### src/rtl/seg_route_pkg.sv
package seg_route_pkg;

    localparam int NIB_W    = 4;
    localparam int SEG_W    = 7;
    localparam int MAX_CODE = 9;

    typedef logic [NIB_W-1:0] nib_t;
    typedef logic [SEG_W-1:0] seg_t;

    // Packed from MSB to LSB: g at bit 6, a at bit 0.
    typedef struct packed {
        logic g;
        logic f;
        logic e;
        logic d;
        logic c;
        logic b;
        logic a;
    } seg_fields_t;

    function automatic seg_fields_t glyph(input nib_t v);
        seg_fields_t s;
        s = '0;
        case (v)
            4'd0: s = '{g:1'b0, f:1'b1, e:1'b1, d:1'b1, c:1'b1, b:1'b1, a:1'b1};
            4'd1: s = '{g:1'b0, f:1'b0, e:1'b0, d:1'b0, c:1'b1, b:1'b1, a:1'b0};
            4'd2: s = '{g:1'b1, f:1'b0, e:1'b1, d:1'b1, c:1'b0, b:1'b1, a:1'b1};
            4'd3: s = '{g:1'b1, f:1'b0, e:1'b0, d:1'b1, c:1'b1, b:1'b1, a:1'b1};
            4'd4: s = '{g:1'b1, f:1'b1, e:1'b0, d:1'b0, c:1'b1, b:1'b1, a:1'b0};
            4'd5: s = '{g:1'b1, f:1'b1, e:1'b0, d:1'b1, c:1'b1, b:1'b0, a:1'b1};
            4'd6: s = '{g:1'b1, f:1'b1, e:1'b1, d:1'b1, c:1'b1, b:1'b0, a:1'b1};
            4'd7: s = '{g:1'b0, f:1'b0, e:1'b0, d:1'b0, c:1'b1, b:1'b1, a:1'b1};
            4'd8: s = '{g:1'b1, f:1'b1, e:1'b1, d:1'b1, c:1'b1, b:1'b1, a:1'b1};
            4'd9: s = '{g:1'b1, f:1'b1, e:1'b0, d:1'b1, c:1'b1, b:1'b1, a:1'b1};
            default: s = '0;
        endcase
        return s;
    endfunction

endpackage

### src/rtl/seg_nibble_mux.sv
module seg_nibble_mux
    import seg_route_pkg::*;
#(
    parameter int DIGITS = 4,
    localparam int SEL_W = (DIGITS > 1) ? $clog2(DIGITS) : 1
) (
    input  logic [DIGITS*NIB_W-1:0] data,
    input  logic [SEL_W-1:0]        sel,
    output nib_t                    nib
);

    nib_t lanes [DIGITS];

    for (genvar k = 0; k < DIGITS; k++) begin : g_lane
        assign lanes[k] = data[k*NIB_W +: NIB_W];
    end

    always_comb begin
        nib = '0;
        for (int k = 0; k < DIGITS; k++) begin
            if (sel == SEL_W'(k)) nib = lanes[k];
        end
    end

endmodule

### src/rtl/seg_glyph_enc.sv
module seg_glyph_enc
    import seg_route_pkg::*;
(
    input  nib_t value,
    output seg_t seg
);

    seg_fields_t fields;

    always_comb begin
        fields = glyph(value);
        seg    = seg_t'(fields);
    end


    always_comb begin
        if (value <= nib_t'(MAX_CODE)) begin
            valid_code_lit_chk: assert (seg != '0);
        end
    end

endmodule

### src/rtl/seg_line_dec1.sv
module seg_line_dec1 (
    input  logic       a,
    output logic [1:0] line
);

    assign line[0] = ~a;
    assign line[1] = a;

endmodule

### src/rtl/seg_demux2.sv
module seg_demux2 #(
    parameter int W = 7
) (
    input  logic [W-1:0] din,
    input  logic [1:0]   line,
    output logic [W-1:0] d0,
    output logic [W-1:0] d1
);

    assign d0 = line[0] ? din : '0;
    assign d1 = line[1] ? din : '0;


    always_comb begin
        dmx_line_onehot_chk: assert ($onehot(line));
    end

endmodule

### src/rtl/seg_demux_tree.sv
module seg_demux_tree #(
    parameter int DIGITS = 4,
    parameter int W      = 7,
    localparam int SEL_W = (DIGITS > 1) ? $clog2(DIGITS) : 1,
    localparam int NODES = 2*DIGITS - 1
) (
    input  logic [W-1:0]        din,
    input  logic [SEL_W-1:0]    sel,
    output logic [DIGITS*W-1:0] dout
);

    logic [NODES-1:0][W-1:0] node;

    assign node[0] = din;

    for (genvar l = 0; l < SEL_W; l++) begin : g_lvl
        logic [1:0] line;
        seg_line_dec1 u_dec (
            .a    (sel[SEL_W-1-l]),
            .line (line)
        );
        for (genvar n = 0; n < (1 << l); n++) begin : g_node
            localparam int IDX = (1 << l) - 1 + n;
            seg_demux2 #(.W(W)) u_dmx (
                .din  (node[IDX]),
                .line (line),
                .d0   (node[2*IDX+1]),
                .d1   (node[2*IDX+2])
            );
        end
    end

    for (genvar k = 0; k < DIGITS; k++) begin : g_leaf
        assign dout[k*W +: W] = node[DIGITS-1+k];
    end

endmodule

### src/rtl/seg_digit_router.sv
module seg_digit_router
    import seg_route_pkg::*;
#(
    parameter int DIGITS = 4,
    localparam int SEL_W = (DIGITS > 1) ? $clog2(DIGITS) : 1
) (
    input  logic [DIGITS*NIB_W-1:0] digits_in,
    input  logic [SEL_W-1:0]        digit_sel,
    output logic [DIGITS*SEG_W-1:0] seg_out
);

    nib_t picked;
    seg_t pattern;

    seg_nibble_mux #(.DIGITS(DIGITS)) u_mux (
        .data (digits_in),
        .sel  (digit_sel),
        .nib  (picked)
    );

    seg_glyph_enc u_enc (
        .value (picked),
        .seg   (pattern)
    );

    seg_demux_tree #(.DIGITS(DIGITS), .W(SEG_W)) u_tree (
        .din  (pattern),
        .sel  (digit_sel),
        .dout (seg_out)
    );

    logic [DIGITS-1:0] lit;
    for (genvar k = 0; k < DIGITS; k++) begin : g_lit
        assign lit[k] = |seg_out[k*SEG_W +: SEG_W];
    end

    always_comb begin
        for (int k = 0; k < DIGITS; k++) begin
            if (digit_sel != SEL_W'(k)) begin

                unsel_blank_chk: assert (seg_out[k*SEG_W +: SEG_W] == '0);
            end
        end

        single_lit_chk: assert ($onehot0(lit));
        if (picked > nib_t'(MAX_CODE)) begin

            bad_code_blank_chk: assert (seg_out == '0);
        end
    end

endmodule

### config.mk
export PLATFORM = sky130hd
export DESIGN_NAME = seg_digit_router
export DESIGN_NICKNAME = d
export VERILOG_FILES = /design/src/rtl/seg_route_pkg.sv /design/src/rtl/seg_nibble_mux.sv /design/src/rtl/seg_glyph_enc.sv /design/src/rtl/seg_line_dec1.sv /design/src/rtl/seg_demux2.sv /design/src/rtl/seg_demux_tree.sv /design/src/rtl/seg_digit_router.sv
export SDC_FILE = /design/constraint.sdc
export NUM_CORES = 1
export LEC_CHECK = 0
export BUFFER_PORTS_ARGS = -buffer_cell sky130_fd_sc_hd__buf_4
export CELL_PAD_IN_SITES_DETAIL_PLACEMENT = 1
export CELL_PAD_IN_SITES_GLOBAL_PLACEMENT = 1
export CORE_UTILIZATION = 26
export DETAILED_ROUTE_END_ITERATION = 12
export MAX_ROUTING_LAYER = met4
export PLACE_DENSITY_LB_ADDON = 0.1
export SYNTH_ARGS = -nofsm -noshare
export SYNTH_HDL_FRONTEND = slang
export SYNTH_SLANG_ARGS = --single-unit
### constraint.sdc
create_clock -name vclk -period 2.2
set_input_delay 0.22 -clock vclk [all_inputs]
set_output_delay 0.22 -clock vclk [all_outputs]
set_load 0.02 [all_outputs]
==> flow_summary.ini, run 1 <==
[global_routing]
grt_usage_pct = 17.4
antenna_found_initial = 0
grt_pass1_vias = 601
globalRouteOverflowTotal = 0
grt_max_degree = 10
grt_pass1_wl_mm = 2.71

[critical_path]
critical_path_arrival_ns = 1.84
startpoint_type = primary input
cp.required_ns = 1.98
critPathMaxFanout = 4
end_kind = primary output
critPathKind = in2out

[placed_design]
post-place-ws_ns = 0.0272
place.port_buffers = 46
dp_hpwl_mm = 1.56
routabilityCongestion = 0.657
placed_area_um2 = 876

[route]
routed_wl_mm = 1.77
viasPerCell = 4.67
drc = 0
dr.first_iter.drc_count = 4
num_vias = 644
wl_per_cell_um = 12.8
dr.pass1.iters = 2
ant_nets = 0

[sta]
worst_slack_ns = 0.137
hold_viol_final = 0
setup_viol = 0
rsz0062_at_grt = no
slew_violations = 0
finalCritPeriodShare_pct = 93.8
period_minus_slack_ns = 2.06
slew_headroom_pct = 77.4
timing.fmax_mhz = 485
tns_ns = 0
worstMarginPinSlew_ns = 0.338

[final_layout]
drive_above_1_share_pct = 53.1
ff_latch_area_um2 = 0
diodes = 0
clkbuf_count = 0
synthToLayoutAreaGrowth_pct = 69.2
seq_cells = 0
final_area_um2 = 872
nets = 138

[power_and_ir_drop]
power_density_nw_per_um2 = 313
ir_drop_mv = 0.128
p_leak_nw = 0.462
total_power_w = 0.000273

[synthesis]
synthMuxAreaShare_pct = 35.7
synth-simple-area-share_pct = 31.1
synth_xor_xnor_area_share_pct = 0
synth_warnings = 0
synth_nets = 92
synth_compound_area_share_pct = 11.4
synth_top_family_by_area = multiplexers
synthCells = 69
synth_cell_types = 18
synth_area_um2 = 515
synthAdderAreaFrac_pct = 12.1
postSynthAreaPerCell_um2 = 7.47
ys_seq_area_share_pct = 0

[floorplanning]
die_x_um = 46.5
dieArea_um2 = 2160
core_area_um2 = 1780
start_util_pct = 28.9
pin_count = 46
die_h_um = 46.5
rows = 15

[min_path]
hold_path.class = in2out
whs_path_depth = 5

[status]
status = completed

[flow_run]
maxCapViolations = 0
## layer usage
layer  up-vias  GRT usage (%)  wire length [µm]
met5         -              -                 0
li1        321              -                 -
met3         0              0                63
met1       302           19.6               680
met4         0              0                 0
met2        21           35.3              1030
## cells in the mapped netlist (2+ instances only)
cell type / instances / area [µm²]
buf_6: 2 / 22.5
ha_1: 5 / 62.6
mux2i_1: 6 / 60.1
nand2b_1: 3 / 18.8
mux4_1: 2 / 52.6
nor2_1: 28 / 105
inv_1: 5 / 18.8
a21oi_2: 5 / 43.8
mux4_2: 2 / 45.0
a21oi_1: 3 / 15.0
## power by group
| part | total [W] | switching [W] | internal (W) |
|---|---|---|---|
| clock network | 0 | 0 | 0 |
| registers | 0 | 0 | 0 |
| logic | 0.000273 | 0.000151 | 0.000122 |
## area by class of cell
type | instances | area (µm²)
multi-input combinational | 60 | 462
tap | 25 | 31.3
fill | 234 | 911
inverter | 5 | 18.8
timing repair buffer | 48 | 360
## worst max-delay path, cell delays in order
cell     delay, ns
buf_4         0.12
mux4_2        0.55
inv_1         0.13
ha_1          0.25
mux2i_1       0.18
a21oi_2       0.10
nor2_1        0.13
buf_4         0.15
## logic make-up after synthesis
kind of cell	count (synthesis)
AOI/OAI and AO/OA	8
adders and majority gates	5
buffers and inverters	9
muxes	12
and+or+nand+nor	35
## worst paths after layout
path     endpoint         start
max   seg_out[17]  digit_sel[0]
min    seg_out[3]  digit_sel[1]
## metrics by stage
step	hold slack (ns)	cells	util, %
floorplan	0.842	69	-
global placement	1.09	138	49.1
detailed placement	1.09	138	49.1
CTS	1.09	138	49.1
global route	1.14	138	48.9
finish	1.08	138	48.9
## cells in the final DEF, fill, tap and decap left out, drive strengths merged
| cell type | netlist | layout |
|---|---|---|
| a21oi | 8 | 8 |
| buf | 3 | 48 |
| ha | 5 | 5 |
| inv | 5 | 5 |
| mux2 | 2 | 2 |
| mux2i | 6 | 6 |
| mux4 | 4 | 4 |
| nand2 | 1 | 1 |
| nand2b | 3 | 3 |
| nor2 | 28 | 28 |
| nor3b | 2 | 2 |
| or2 | 1 | 1 |
## repair_timing
item / 4_1_cts / 5_1_grt
gates resized for setup: 0 / 1
hold endpoints to repair: 0 / 0
setup buffers: 0 / 0
hold buffers: 0 / 0
setup endpoints to repair: 0 / 11
No activity file was read; power rests on OpenSTA's default activity.
==> run 2, diff against run 1 <==
Settings changed: CELL_PAD_IN_SITES_DETAIL_PLACEMENT 1 to 2, CELL_PAD_IN_SITES_GLOBAL_PLACEMENT 1 to 2, CORE_UTILIZATION 26 to 19.
==> run 2 against run 1 <==
  * Routed wire length up 7.4%
  * Combinational power up 4%
  * Cell count up 5.8%
  * Largest cell class unchanged
  * Highest routed layer is now met4
  * Die area up 35%
  * Utilization down 13 points
  * Total power up 3.7%
  * Worst hold slack better by 0.012 ns
  * Largest power group unchanged
  * Worst setup slack worse by 0.0031 ns
==> flow_summary.ini, run 2 (synthesis gave the netlist of run 1 again) <==
[critical_path]
startpoint_type = primary input
critPathMaxFanout = 8
end_kind = primary output
critPathKind = in2out
critical_path_arrival_ns = 1.85
cp.required_ns = 1.98

[route]
drc = 0
dr.first_iter.drc_count = 1
routed_wl_mm = 1.90
num_vias = 671
wl_per_cell_um = 13.0
viasPerCell = 4.60
ant_nets = 0
dr.pass1.iters = 2

[sta]
rsz0062_at_grt = no
setup_viol = 0
finalCritPeriodShare_pct = 93.9
slew_violations = 0
slew_headroom_pct = 76.5
fin_hold_ws_ns = 1.10
tns_ns = 0
timing.fmax_mhz = 484
worstMarginPinSlew_ns = 0.352
period_minus_slack_ns = 2.07
hold_viol_final = 0

[final_layout]
layout_commonest_cell = buf_4
layout_common_cells = 51 x buf_4, 28 x nor2_1, 6 x mux2i_1
nets = 141
final_area_um2 = 901
multi_input_area_um2 = 462
clkbuf_count = 0
ff_latch_area_um2 = 0
utilization_pct = 35.7
seq_cells = 0
nFillCells = 312
synthToLayoutAreaGrowth_pct = 74.8
drive_above_1_share_pct = 55.2
diodes = 0

[global_routing]
grt_pass1_wl_mm = 3.07
antenna_found_initial = 0
grt_usage_pct = 14.2
grt_pass1_vias = 725
globalRouteOverflowTotal = 0
grt_max_degree = 10

[power_and_ir_drop]
power_density_nw_per_um2 = 314
ir_drop_mv = 0.103
p_leak_nw = 0.476
total_power_w = 0.000283

[floorplanning]
pin_count = 46
start_util_pct = 20.4
die_h_um = 54.1
dieArea_um2 = 2930
rows = 18
die_x_um = 54.1
core_area_um2 = 2520

[min_path]
whs_path_depth = 5
hold_start = digit_sel[1]
hold_path.class = in2out
hold_path_end = seg_out[5]

[status]
status = completed

[placed_design]
dp_hpwl_mm = 1.70
place.port_buffers = 46
placed_area_um2 = 890
routabilityCongestion = 0.667

[flow_run]
maxCapViolations = 0

[clock_network]
hold_buffers = 0
[run 2: cell types whose count changed in the layout (fill, tap and decap cells not counted)]
cell	before	now
buf_4	48	51
inv_1	5	4
inv_2	0	1
[run 2: layout make-up]
| class | instances | area share, % |
|---|---|---|
| multi-input cells | 60 | 51.3 |
| repair buffers | 51 | 42.5 |
| well taps | 30 | 4.17 |
| inverters | 5 | 2.08 |
[run 2: routing by layer]
layer,vias up,track usage [%],share of wire (%)
met1,321,14.7,38
met2,22,29.6,58
li1,326,-,-
met3,2,0.565,3.0
met4,0,1.28,1.4
met5,-,-,0
[run 2: worst max-delay path by stage]
| stage | from | end | slack (ns) | cells after the start |
|---|---|---|---|---|
| 5_1_grt | digit_sel[0] | seg_out[11] | 0.006 | 9 |
| 4_1_cts | digit_sel[0] | seg_out[17] | 0.07 | 8 |
| 2_1_floorplan | digit_sel[0] | seg_out[10] | 0.1 | 7 |
| 3_3_place_gp | digit_sel[0] | seg_out[7] | 0.1 | 8 |
| 6_report | digit_sel[0] | seg_out[20] | 0.13 | 10 |
| 3_5_place_dp | digit_sel[0] | seg_out[21] | 0.07 | 8 |
[run 2: repair_timing]
action	4_1_cts	5_1_grt
gates resized for setup	0	2
buffers inserted	0	2
setup endpoints to repair	0	13
[run 2: stage by stage]
step	std cells	setup WS, ns
floorplan	69	0.0967
global placement	144	0.0998
detailed placement	144	0.0677
CTS	144	0.0658
global route	146	0.00589
finish	146	0.134
[run 2: worst max-delay path, stage by stage]
cell	delay, ns
buf_4	0.13
buf_4	0.16
mux4_2	0.30
buf_4	0.13
ha_1	0.15
inv_1	0.05
mux2_4	0.26
a21oi_2	0.22
nor2_1	0.06
buf_4	0.16
[run 2: where the power goes]
group          internal, W  leakage (nW)  switching, W  total [W]
logic             0.000128         0.476      0.000155   0.000283
clock network            0             0             0          0
registers                0             0             0          0
